--- src/rtl/pwmt_pkg.sv ---
package pwmt_pkg;

  // Source of a transfer from the buffers into the active registers
  typedef enum logic [1:0] {
    LD_NONE   = 2'd0,
    LD_MANUAL = 2'd1,
    LD_RELOAD = 2'd2
  } load_e;

endpackage

--- src/rtl/pwmt_buffers.sv ---
module pwmt_buffers
  import pwmt_pkg::*;
#(
  parameter int CNT_W = 16
) (
  input  logic             clk,
  input  logic             rst,
  input  logic             period_wr,
  input  logic [CNT_W-1:0] period_wdata,
  input  logic             cmp_wr,
  input  logic [CNT_W-1:0] cmp_wdata,
  input  load_e            load_i,
  output logic [CNT_W-1:0] period_buf_o,
  output logic [CNT_W-1:0] act_cmp_o
);

  logic [CNT_W-1:0] period_buf_q;
  logic [CNT_W-1:0] cmp_buf_q;
  logic [CNT_W-1:0] act_cmp_q;
  logic             take_cmp;

  assign take_cmp = (load_i != LD_NONE);

  always_ff @(posedge clk) begin
    if (rst) begin
      period_buf_q <= '0;
      cmp_buf_q    <= '0;
      act_cmp_q    <= '0;
    end else begin
      if (period_wr) period_buf_q <= period_wdata;
      if (cmp_wr)    cmp_buf_q    <= cmp_wdata;
      // The comparator takes the buffer value as it stood before any
      // write made in the same cycle.
      if (take_cmp)  act_cmp_q    <= cmp_buf_q;
    end
  end

  assign period_buf_o = period_buf_q;
  assign act_cmp_o    = act_cmp_q;

endmodule

--- src/rtl/pwmt_downcount.sv ---
module pwmt_downcount
  import pwmt_pkg::*;
#(
  parameter int CNT_W = 16
) (
  input  logic             clk,
  input  logic             rst,
  input  logic             tick_en,
  input  logic             ctl_start,
  input  logic             ctl_manual,
  input  logic             ctl_reload,
  input  logic [CNT_W-1:0] period_buf_i,
  output logic [CNT_W-1:0] cnt_o,
  output logic             armed_o,
  output load_e            load_o,
  output logic             expire_o
);

  logic [CNT_W-1:0] cnt_q;
  logic             armed_q;
  logic             at_zero;
  logic             advance;
  logic             expire;

  always_comb begin
    at_zero = (cnt_q == '0);
    advance = ctl_start && tick_en && !ctl_manual && armed_q;
    expire  = advance && at_zero;
    if (ctl_manual)
      load_o = LD_MANUAL;
    else if (expire && ctl_reload)
      load_o = LD_RELOAD;
    else
      load_o = LD_NONE;
  end

  always_ff @(posedge clk) begin
    if (rst) begin
      cnt_q   <= '0;
      armed_q <= 1'b0;
    end else if (ctl_manual) begin
      cnt_q   <= period_buf_i;
      armed_q <= 1'b1;
    end else if (expire) begin
      if (ctl_reload) cnt_q   <= period_buf_i;
      else            armed_q <= 1'b0;
    end else if (advance) begin
      cnt_q <= cnt_q - 1'b1;
    end
  end

  assign cnt_o    = cnt_q;
  assign armed_o  = armed_q;
  assign expire_o = expire;

endmodule

--- src/rtl/pwmt_outstage.sv ---
module pwmt_outstage #(
  parameter int CNT_W = 16
) (
  input  logic             clk,
  input  logic             rst,
  input  logic [CNT_W-1:0] cnt_i,
  input  logic [CNT_W-1:0] act_cmp_i,
  input  logic             armed_i,
  input  logic             invert_i,
  input  logic             expire_i,
  output logic             pwm_o,
  output logic             done_o
);

  localparam logic [CNT_W-1:0] FULL_DUTY = '1;

  logic raw_level;
  logic pwm_q;
  logic done_q;

  always_comb begin
    if (armed_i)
      raw_level = (cnt_i <= act_cmp_i);
    else
      raw_level = (act_cmp_i == FULL_DUTY);
  end

  always_ff @(posedge clk) begin
    if (rst) begin
      pwm_q  <= 1'b0;
      done_q <= 1'b0;
    end else begin
      pwm_q  <= raw_level ^ invert_i;
      done_q <= expire_i;
    end
  end

  assign pwm_o  = pwm_q;
  assign done_o = done_q;

endmodule

--- src/rtl/pwmt_channel.sv ---
module pwmt_channel
  import pwmt_pkg::*;
#(
  parameter int CNT_W = 16
) (
  input  logic             clk,
  input  logic             rst,
  input  logic             tick_en,
  input  logic             ctl_start,
  input  logic             ctl_manual,
  input  logic             ctl_reload,
  input  logic             ctl_invert,
  input  logic             period_wr,
  input  logic [CNT_W-1:0] period_wdata,
  input  logic             cmp_wr,
  input  logic [CNT_W-1:0] cmp_wdata,
  output logic             pwm_out,
  output logic             period_done
);

  logic [CNT_W-1:0] period_buf;
  logic [CNT_W-1:0] act_cmp;
  logic [CNT_W-1:0] cnt;
  logic             armed;
  logic             expire;
  load_e            load_sel;

  pwmt_buffers #(.CNT_W(CNT_W)) u_buffers (
    .clk          (clk),
    .rst          (rst),
    .period_wr    (period_wr),
    .period_wdata (period_wdata),
    .cmp_wr       (cmp_wr),
    .cmp_wdata    (cmp_wdata),
    .load_i       (load_sel),
    .period_buf_o (period_buf),
    .act_cmp_o    (act_cmp)
  );

  pwmt_downcount #(.CNT_W(CNT_W)) u_count (
    .clk          (clk),
    .rst          (rst),
    .tick_en      (tick_en),
    .ctl_start    (ctl_start),
    .ctl_manual   (ctl_manual),
    .ctl_reload   (ctl_reload),
    .period_buf_i (period_buf),
    .cnt_o        (cnt),
    .armed_o      (armed),
    .load_o       (load_sel),
    .expire_o     (expire)
  );

  pwmt_outstage #(.CNT_W(CNT_W)) u_out (
    .clk       (clk),
    .rst       (rst),
    .cnt_i     (cnt),
    .act_cmp_i (act_cmp),
    .armed_i   (armed),
    .invert_i  (ctl_invert),
    .expire_i  (expire),
    .pwm_o     (pwm_out),
    .done_o    (period_done)
  );

endmodule

--- config.mk ---
export PLATFORM = sky130hd
export DESIGN_NAME = pwmt_channel
export DESIGN_NICKNAME = d
export VERILOG_FILES = /design/src/rtl/pwmt_pkg.sv /design/src/rtl/pwmt_buffers.sv /design/src/rtl/pwmt_downcount.sv /design/src/rtl/pwmt_outstage.sv /design/src/rtl/pwmt_channel.sv
export SDC_FILE = /design/constraint.sdc
export NUM_CORES = 1
export LEC_CHECK = 0
export ABC_CLOCK_PERIOD_IN_PS = 4400
export BUFFER_PORTS_ARGS = -buffer_cell sky130_fd_sc_hd__clkbuf_2
export CAP_MARGIN = 10
export CORE_ASPECT_RATIO = 1.4
export CORE_MARGIN = 5
export CORE_UTILIZATION = 57
export CTS_CLUSTER_DIAMETER = 50
export DETAILED_ROUTE_END_ITERATION = 6
export HOLD_SLACK_MARGIN = 0.03
export PLACE_DENSITY = 0.79
export SYNTH_ARGS = -nofsm -noshare
export SYNTH_HDL_FRONTEND = slang
export SYNTH_SLANG_ARGS = --single-unit
--- constraint.sdc ---
create_clock -name clk -period 4.4 [get_ports clk]
set_input_delay 0.22 -clock clk [delete_from_list [all_inputs] [get_ports clk]]
set_output_delay 0.22 -clock clk [all_outputs]
set_load 0.01 [all_outputs]
==> flow_metrics.tcl, run 1 <==
set metrics [dict create \
    clk_latency_ps 350 \
    power.clock.fraction_pct 31.1 \
    layout_commonest_cell "dfxtp_1" \
    ys_ff_latch 67 \
    drive_above_1_share_pct 18.0 \
    vias 2797 \
    drt_iter0_markers 197 \
    dp_worst_setup_slack_ps 1830 \
    coreArea_mm2 0.00578 \
    internal_power_mw 0.992 \
    cp_cell_sequence "or4_4 -> and4bb_4 -> a31oi_2 -> nand2_2 -> nor2_2 -> a211o_1" \
    setup_slack_ps 1840 \
    max_slew_margin_pct 46.7 \
    powerDensity_mw_per_mm2 388 \
    drc 0 \
    finalHoldViolCount 0 \
    fin_setup_tns_ps 0 \
    grt.total_usage_pct 21.3 \
    hpwl_mm 5.53 \
    fin_hold_ws_ps 98.0 \
    final_cell_area_mm2 0.00372 \
    dr.pass1.iters 4 \
    pwr-share-seq_pct 47.1 \
    synth_cell_type_count 52 \
    cts_buffers 9 \
    p_sw_share_pct 31.2 \
    ir_worst_vdd_uv 331 \
    worst-path-max-fanout 17 \
    synth_compound_area_share_pct 15.0 \
    cts_max_path_buffers 2 \
    netlist_area_mm2 0.00333 \
    diodes 0 \
    synth_top_family_by_area "simple AND/OR/NAND/NOR gates" \
    p_switching_mw 0.449 \
    synth_edf_count 0 \
    hp-class "in2reg" \
    syn_to_final_growth_pct 11.6 \
    die_x_um 74.6 \
    critPathArrivalTime_ps 2800 \
    max_cap_viol_count 0 \
    postCtsResizedCells 0 \
    cp.required_ps 4640 \
    seq_area_frac_synth_pct 40.3 \
    drt_wl_total_mm 7.40 \
    num_rows 33 \
    tightest_slew_ps 793 \
    numPortBuffers 42 \
    via_per_inst 5.63 \
    p_comb_share_pct 21.8 \
    grt_pass1_wl_mm 12.3 \
    max_freq_ghz 0.390 \
    avgSynthCellArea_um2 8.61 \
    cp_slowest_cell "or4_4" \
    post-route-min-period_ps 2560 \
    dieArea_mm2 0.00749 \
    critPathBufInv 0 \
    yosysTopAreaCell "dfxtp_1" \
    synth.top_cell.area_share_pct 40.3 \
    cts_setup_buffers 0 \
    gp_congestion 0.928 \
    worst_setup_path_start_kind "flop" \
    muxShareOfSynthArea_pct 11.0 \
    dpl-instance-area_mm2 0.00355 \
    start_util_pct 57.6 \
    rsz0062_at_grt "false" \
    multi_input_area_mm2 0.00182 \
    ys_async_sr_fraction_pct 0 \
    cp-end-kind "flop" \
    fin_worst_skew_ps 6.43 \
    cts_tree "yes" \
    synthSimpleGateAreaFrac_pct 21.8 \
    ios 43 \
    grt_max_degree 66 \
    fill_cells 549 \
    ys.flop_type "dfxtp_1" \
    hold_buffers 0 \
    syn_nets 446 \
    root_buffer "clkbuf_8" \
    max_stage_delay_ps 560 \
    seq_area_mm2 0.00134 \
    synthAdderAreaFrac_pct 6.76 \
    nNetsFinal 482 \
    antenna_found_initial 0 \
    slew_violations 0 \
    status "completed" \
    synthTopCellsByArea "dfxtp_1 40%, mux2i_1 9.6%, ha_1 6.8%" \
    setup_viol 0 \
    setup.worst_path.class "reg2reg" \
    clock-sinks 67 \
    synth_cells 387 \
    path_delay_family "simple AND/OR/NAND/NOR gates" \
    path_clk_slew_ps 70 \
    grt_overflow 0 \
    ant_nets 0 \
    synth_warnings 0 \
    wl_per_cell_um 14.9 \
    fin_crit_sh_pct 58.2 \
    power_leakage_nw 1.62 \
    synth_xor_area_share_pct 0 \
    cts-htree-levels 3 \
    mostFrequentLayoutCells "67 x dfxtp_1, 50 x nor2_1, 50 x nand2_1, 42 x clkbuf_2, 35 x a21oi_1" \
    grt_pass1_vias 2691 \
    fp.dieH_um 100 \
]
metal layers:
metal	track usage [%]	part of all wire [%]	up-vias
met5	0	0	-
met2	36.4	51	80
met3	5.91	5.7	11
met4	7.95	2.1	0
li1	-	-	1422
met1	25.0	42	1284
tightest hold or removal path: cells and delay by family:
family                 cells  cell delay [ps]
buffers and inverters      1               70
multiplexers               1               50
AND/OR/NAND/NOR            1               70
power by group through the flow:
stage	combinational, mW	sequential, mW	clock, mW
3_3_place_gp	0.302	0.690	0
4_1_cts	0.315	0.678	0.451
5_1_grt	0.355	0.683	0.477
2_1_floorplan	0.243	0.681	0
6_report	0.314	0.678	0.449
3_5_place_dp	0.312	0.691	0
synthesized netlist by cell type, types with 2 or more instances:
| cell | n |
|---|---|
| dfxtp_1 | 67 |
| nand2_1 | 50 |
| nor2_1 | 50 |
| a21oi_1 | 35 |
| mux2i_1 | 32 |
| inv_1 | 23 |
| ha_1 | 18 |
| nor3_1 | 12 |
| o21ai_0 | 12 |
| clkbuf_1 | 11 |
| nand4_1 | 7 |
| a211o_1 | 5 |
| nand3_1 | 5 |
| buf_2 | 4 |
| mux2_2 | 4 |
| o32ai_1 | 4 |
| a21o_1 | 3 |
| nor4_1 | 3 |
| or3_1 | 3 |
| a211oi_1 | 2 |
| a22oi_1 | 2 |
| a31o_2 | 2 |
| nor2b_1 | 2 |
| nor3b_1 | 2 |
| or4_4 | 2 |
final timing paths:
check | from | endpoint | slack [ps] | cells past startpoint
worst max-delay path | u_count.cnt_o[7] | u_count.cnt_o[10] | 1840 | 6
worst min-delay path | cmp_wdata[12] | u_buffers.cmp_buf_q[12] | 100 | 3
worst max register to register | u_count.cnt_o[7] | u_count.cnt_o[10] | 1840 | 6
worst min register to register | u_buffers.cmp_buf_q[0] | u_buffers.act_cmp_o[0] | 460 | 2
registers in the layout, indices dropped and copies added (netlist names):
name / count
u_buffers.period_buf_o: 16
u_buffers.cmp_buf_q: 16
u_count.cnt_o: 16
u_buffers.act_cmp_o: 16
u_out.done_o: 1
u_count.armed_o: 1
u_out.pwm_o: 1
through the flow:
step | power, mW | util (%) | instances
2_1_floorplan | 0.924 | - | 387
6_report | 1.44 | 64.3 | 497
3_3_place_gp | 0.992 | 61.4 | 482
5_1_grt | 1.51 | 64.3 | 497
3_5_place_dp | 1.00 | 61.4 | 482
4_1_cts | 1.44 | 64.3 | 497
cell families after synthesis:
kind of cell    after synthesis
mux                          36
flops                        67
compound gates               75
simple gates                150
buf+inv                      41
fa+ha+maj                    18
cell type report:
cell class | count | share of cell area (%)
Sequential cell | 67 | 36.1
Tap cell | 70 | 2.36
Clock buffer | 10 | 3.70
Inverter | 23 | 2.32
Timing Repair Buffer | 43 | 5.86
Clock inverter | 5 | 0.808
Multi-Input combinational cell | 279 | 48.9
Power figures use the tool's default switching activity.
==> inputs of run 2 (changes only) <==
--- a/config.mk
+++ b/config.mk
@@ -5,7 +5,7 @@
 export SDC_FILE = /design/constraint.sdc
 export NUM_CORES = 1
 export LEC_CHECK = 0
-export ABC_CLOCK_PERIOD_IN_PS = 4400
+export ABC_CLOCK_PERIOD_IN_PS = 2530
 export BUFFER_PORTS_ARGS = -buffer_cell sky130_fd_sc_hd__clkbuf_2
 export CAP_MARGIN = 10
 export CORE_ASPECT_RATIO = 1.4
==> constraint.sdc (replaced) <==
create_clock -name clk -period 2.53 [get_ports clk]
set_input_delay 0.1265 -clock clk [delete_from_list [all_inputs] [get_ports clk]]
set_output_delay 0.1265 -clock clk [all_outputs]
set_load 0.01 [all_outputs]
==> run 2 against run 1 <==
Total power increased by 83%. Worst setup slack got worse by 1700 ps. Wire length increased by 7.1%. Critical path depth increased by 2. Sequential share of layout area decreased by 3.0 points. Sequential power increased by 74%. Clock-buffer cell count increased by 5. Via count increased by 4.3%. Non-clock buffer count increased by 33. Critical path type unchanged. Largest power group unchanged.
==> flow_metrics.tcl, run 2 (same netlist as run 1, synthesis figures left out) <==
set metrics [dict create \
    mostFrequentLayoutCells "67 x dfxtp_1, 50 x nor2_1, 50 x nand2_1, 42 x clkbuf_2, 35 x a21oi_1" \
    max_freq_ghz 0.420 \
    max_slew_margin_pct 65.2 \
    cp-end-kind "flop" \
    rsz0062_at_grt "false" \
    post-route-min-period_ps 2380 \
    grt_max_degree 54 \
    cp.required_ps 2770 \
    layout_commonest_cell "dfxtp_1" \
    hp-class "in2reg" \
    tightest_slew_ps 522 \
    via_per_inst 5.49 \
    cts_buffers 9 \
    max_cap_viol_count 0 \
    num_rows 33 \
    worst-path-max-fanout 5 \
    worst_setup_path_start_kind "flop" \
    wl_per_cell_um 14.9 \
    ir_worst_vdd_uv 450 \
    finalHoldViolCount 0 \
    ios 43 \
    r2r_slack_ps 150 \
    clk_latency_ps 350 \
    gp_congestion 0.902 \
    cts_tree "yes" \
    final_cell_area_mm2 0.00406 \
    path_clk_slew_ps 70 \
    slew_violations 0 \
    die_x_um 74.6 \
    fp.dieH_um 100 \
    grt_pass1_wl_mm 13.4 \
    dp.cells 487 \
    coreArea_mm2 0.00578 \
    grt.total_usage_pct 23.4 \
    start_util_pct 57.6 \
    grt_pass1_vias 2948 \
    postCtsResizedCells 0 \
    fin_worst_skew_ps 7.41 \
    drt_iter0_markers 127 \
    nNetsFinal 515 \
    cts_max_path_buffers 2 \
    diodes 0 \
    power_leakage_nw 1.78 \
    syn_to_final_growth_pct 21.8 \
    stdcell_count 531 \
    fin_crit_sh_pct 94.1 \
    numPortBuffers 42 \
    drive_above_1_share_pct 17.6 \
    total_power_mw 2.63 \
    setup_viol 0 \
    dieArea_mm2 0.00749 \
    status "completed" \
    drt_wl_total_mm 7.93 \
    grt_overflow 0 \
    hpwl_mm 5.62 \
    vias 2916 \
    critPathArrivalTime_ps 2620 \
    antenna_found_initial 0 \
    dr.pass1.iters 4 \
    ant_nets 0 \
    setup.worst_path.class "reg2reg" \
    powerDensity_mw_per_mm2 648 \
    root_buffer "clkbuf_8" \
    fin_setup_tns_ps 0 \
    clock-sinks 67 \
    cts-htree-levels 3 \
    dpl-instance-area_mm2 0.00359 \
    fin_hold_ws_ps 35.9 \
    drc 0 \
]
## run 2: cell types whose count changed in the layout (fill, tap and decap cells not counted)
cell,before,now
buf_4,1,6
clkinvlp_4,2,0
clkbuf_1,0,2
clkbuf_8,10,13
dlygate4sd3_1,0,28
clkinv_2,3,1
## run 2: path summary, 6_finish.rpt
kind	startpoint	to	depth (start not counted)
min	period_wdata[7]	u_buffers.period_buf_o[7]	3
min reg2reg	u_buffers.cmp_buf_q[15]	u_buffers.act_cmp_o[15]	2
max	u_count.cnt_o[0]	u_count.cnt_o[14]	8
max reg2reg	u_count.cnt_o[0]	u_count.cnt_o[14]	8
## run 2: stage by stage
step	setup WS [ps]	util, %
2_1_floorplan	349	-
3_3_place_gp	264	62.0
3_5_place_dp	187	62.0
4_1_cts	164	70.2
5_1_grt	43.3	70.2
6_report	149	70.2
## run 2: where the power goes
group / leakage (nW) / internal [mW] / switching [mW] / total [mW]
combinational: 1.13 / 0.279 / 0.322 / 0.601
clock: 0.0997 / 0.462 / 0.388 / 0.850
sequential: 0.549 / 1.12 / 0.0601 / 1.18
total: 1.78 / 1.86 / 0.770 / 2.63
## run 2: metal layers
layer	global-route usage [%]	vias up	wire length, µm
met2	40.6	62	4140
met3	3.61	16	308
li1	-	1495	-
met5	0	-	0
met1	27.1	1343	3270
met4	11.9	0	214
## run 2: worst max-delay path, stage by stage, from the launching register on
cell and delay, ps:
dfxtp_1 330, inv_1 150, ha_1 230, or3b_2 510, or4_4 470, nor2_1 100
mux2_2 150, a21oi_1 60, a211o_1 280
## run 2: cell type report
cell class              instances  area (µm²)
flip-flops and latches         67        1340
clock buffers                  15         186
repair buffers                 76         536
multi-input cells             279        1820
clock inverters                 1        5.00
fillers                       460        1720
inverters                      23        86.3
well taps                      70        87.6
## run 2: what timing repair did
| action | CTS | global route |
|---|---|---|
| hold endpoints to repair | 28 | 0 |
| setup buffers | 0 | 0 |
| hold buffers | 28 | 0 |
==> inputs of run 3 (changes only) <==
--- a/config.mk
+++ b/config.mk
@@ -14,6 +14,7 @@
 export CTS_CLUSTER_DIAMETER = 50
 export DETAILED_ROUTE_END_ITERATION = 6
 export HOLD_SLACK_MARGIN = 0.03
+export MAX_ROUTING_LAYER = met4
 export PLACE_DENSITY = 0.79
 export SYNTH_ARGS = -nofsm -noshare
 export SYNTH_HDL_FRONTEND = slang
==> run 3 against run 2 <==
Sequential power is essentially flat. Non-clock buffer count grew 6. Clock skew grew 1.8 ps. Critical path depth shrank 2. Worst setup slack lost 8.0 ps. Sequential share of layout area shrank 0.52 points. Register-to-register slack is essentially flat. Largest cell class unchanged. Largest power group unchanged.
==> flow_metrics.tcl, run 3 (same netlist as run 1, synthesis figures left out) <==
set metrics [dict create \
    grt_pass1_wl_mm 14.0 \
    post-route-min-period_ps 2390 \
    diodes 0 \
    worst_setup_path_start_kind "flop" \
    nNetsFinal 521 \
    grt_max_degree 41 \
    coreArea_mm2 0.00578 \
    die_x_um 74.6 \
    finalHoldViolCount 0 \
    fin_crit_sh_pct 94.4 \
    vias 2950 \
    postCtsResizedCells 0 \
    num_rows 33 \
    via_per_inst 5.49 \
    setup_viol 0 \
    drc 0 \
    ir_worst_vdd_uv 483 \
    cp_slowest_cell "or4_4" \
    dp_worst_setup_slack_ps 126 \
    numPortBuffers 42 \
    drt_wl_total_mm 8.32 \
    max_slew_margin_pct 65.2 \
    dieArea_mm2 0.00749 \
    ant_nets 0 \
    cp-end-kind "flop" \
    clock-sinks 67 \
    status "completed" \
    hp-class "in2reg" \
    max_stage_delay_ps 580 \
    fin_setup_tns_ps 0 \
    gp_congestion 0.934 \
    power_leakage_nw 1.81 \
    cp.required_ps 2780 \
    dr.pass1.iters 4 \
    rsz0062_at_grt "false" \
    cts_tree "yes" \
    cts_max_path_buffers 2 \
    syn_to_final_growth_pct 23.8 \
    drt_iter0_markers 116 \
    fin_worst_skew_ps 9.19 \
    fp.dieH_um 100 \
    setup_slack_ps 141 \
    antenna_found_initial 0 \
    clk_latency_ps 350 \
    max_freq_ghz 0.419 \
    cp_cell_sequence "or4_4 -> and4bb_4 -> a31oi_4 -> nand3_1 -> o21ai_0 -> a2111oi_2" \
    layout_commonest_cell "dfxtp_1" \
    mostFrequentLayoutCells "67 x dfxtp_1, 50 x nor2_1, 50 x nand2_1, 42 x clkbuf_2, 35 x a21oi_1" \
    setup.worst_path.class "reg2reg" \
    grt_pass1_vias 3010 \
    tightest_slew_ps 521 \
    ios 43 \
    grt_overflow 0 \
    root_buffer "clkbuf_8" \
    critPathArrivalTime_ps 2630 \
    drive_above_1_share_pct 18.4 \
    hpwl_mm 5.89 \
    path_clk_slew_ps 70 \
    wl_per_cell_um 15.5 \
    powerDensity_mw_per_mm2 672 \
    cts_setup_buffers 0 \
    worst-path-max-fanout 15 \
    slew_violations 0 \
    cts-htree-levels 3 \
    fin_hold_ws_ps 31.9 \
    grt.total_usage_pct 25.1 \
    max_cap_viol_count 0 \
    start_util_pct 57.6 \
    cts_buffers 9 \
]
-- run 3: cell types whose count changed in the layout (fill, tap and decap cells not counted) --
cell / change
clkinv_2: +1
clkbuf_8: -4
bufinv_16: +2
dlygate4sd3_1: +1
buf_4: +5
clkinvlp_4: +1
-- run 3: worst max-delay path: cells and delay by family, from the launching register on --
kind / cells / cell delay [ps]
and+or+nand+nor: 3 / 1160
AOI/OAI and AO/OA: 3 / 750
DFF: 1 / 380
-- run 3: final timing paths --
check	slack [ps]	to	from	depth (start not counted)
setup reg to reg	140	u_count.cnt_o[8]	u_count.cnt_o[7]	6
setup / recovery	140	u_count.cnt_o[8]	u_count.cnt_o[7]	6
hold reg to reg	460	u_buffers.act_cmp_o[14]	u_buffers.cmp_buf_q[14]	2
hold / removal	30	u_buffers.period_buf_o[8]	period_wdata[8]	3
-- run 3: what timing repair did --
action,CTS,global route
hold buffers,29,0
setup endpoints to repair,0,0
hold endpoints to repair,29,0
-- run 3: layout make-up --
| cell class | count | area (µm²) |
|---|---|---|
| Tap cell | 70 | 87.6 |
| Multi-Input combinational cell | 279 | 1820 |
| Fill cell | 462 | 1660 |
| Clock inverter | 5 | 77.6 |
| Inverter | 23 | 86.3 |
| Timing Repair Buffer | 82 | 583 |
| Sequential cell | 67 | 1340 |
| Clock buffer | 11 | 131 |
-- run 3: stage by stage --
step / area [µm²] / power (mW) / util, % / instances
final: 4120 / 2.77 / 71.3 / 537
after global routing: 4120 / 2.91 / 71.3 / 537
after CTS: 4120 / 2.78 / 71.3 / 537
after detailed placement: 3620 / 1.79 / 62.7 / 492
after global placement: 3620 / 1.78 / 62.7 / 492
after floorplan: 3330 / 1.61 / - / 387
-- run 3: report_power, final --
group          total, mW  switching, mW  internal [mW]
logic              0.628          0.336          0.293
clock network      0.962          0.410          0.552
registers           1.18         0.0586           1.12
-- run 3: routing by layer --
metal	routed length [µm]	vias up	GRT usage, %
met3	356	28	5.11
li1	-	1508	-
met2	4190	73	41.3
met4	295	0	12.6
met5	0	-	-
met1	3470	1341	28.2
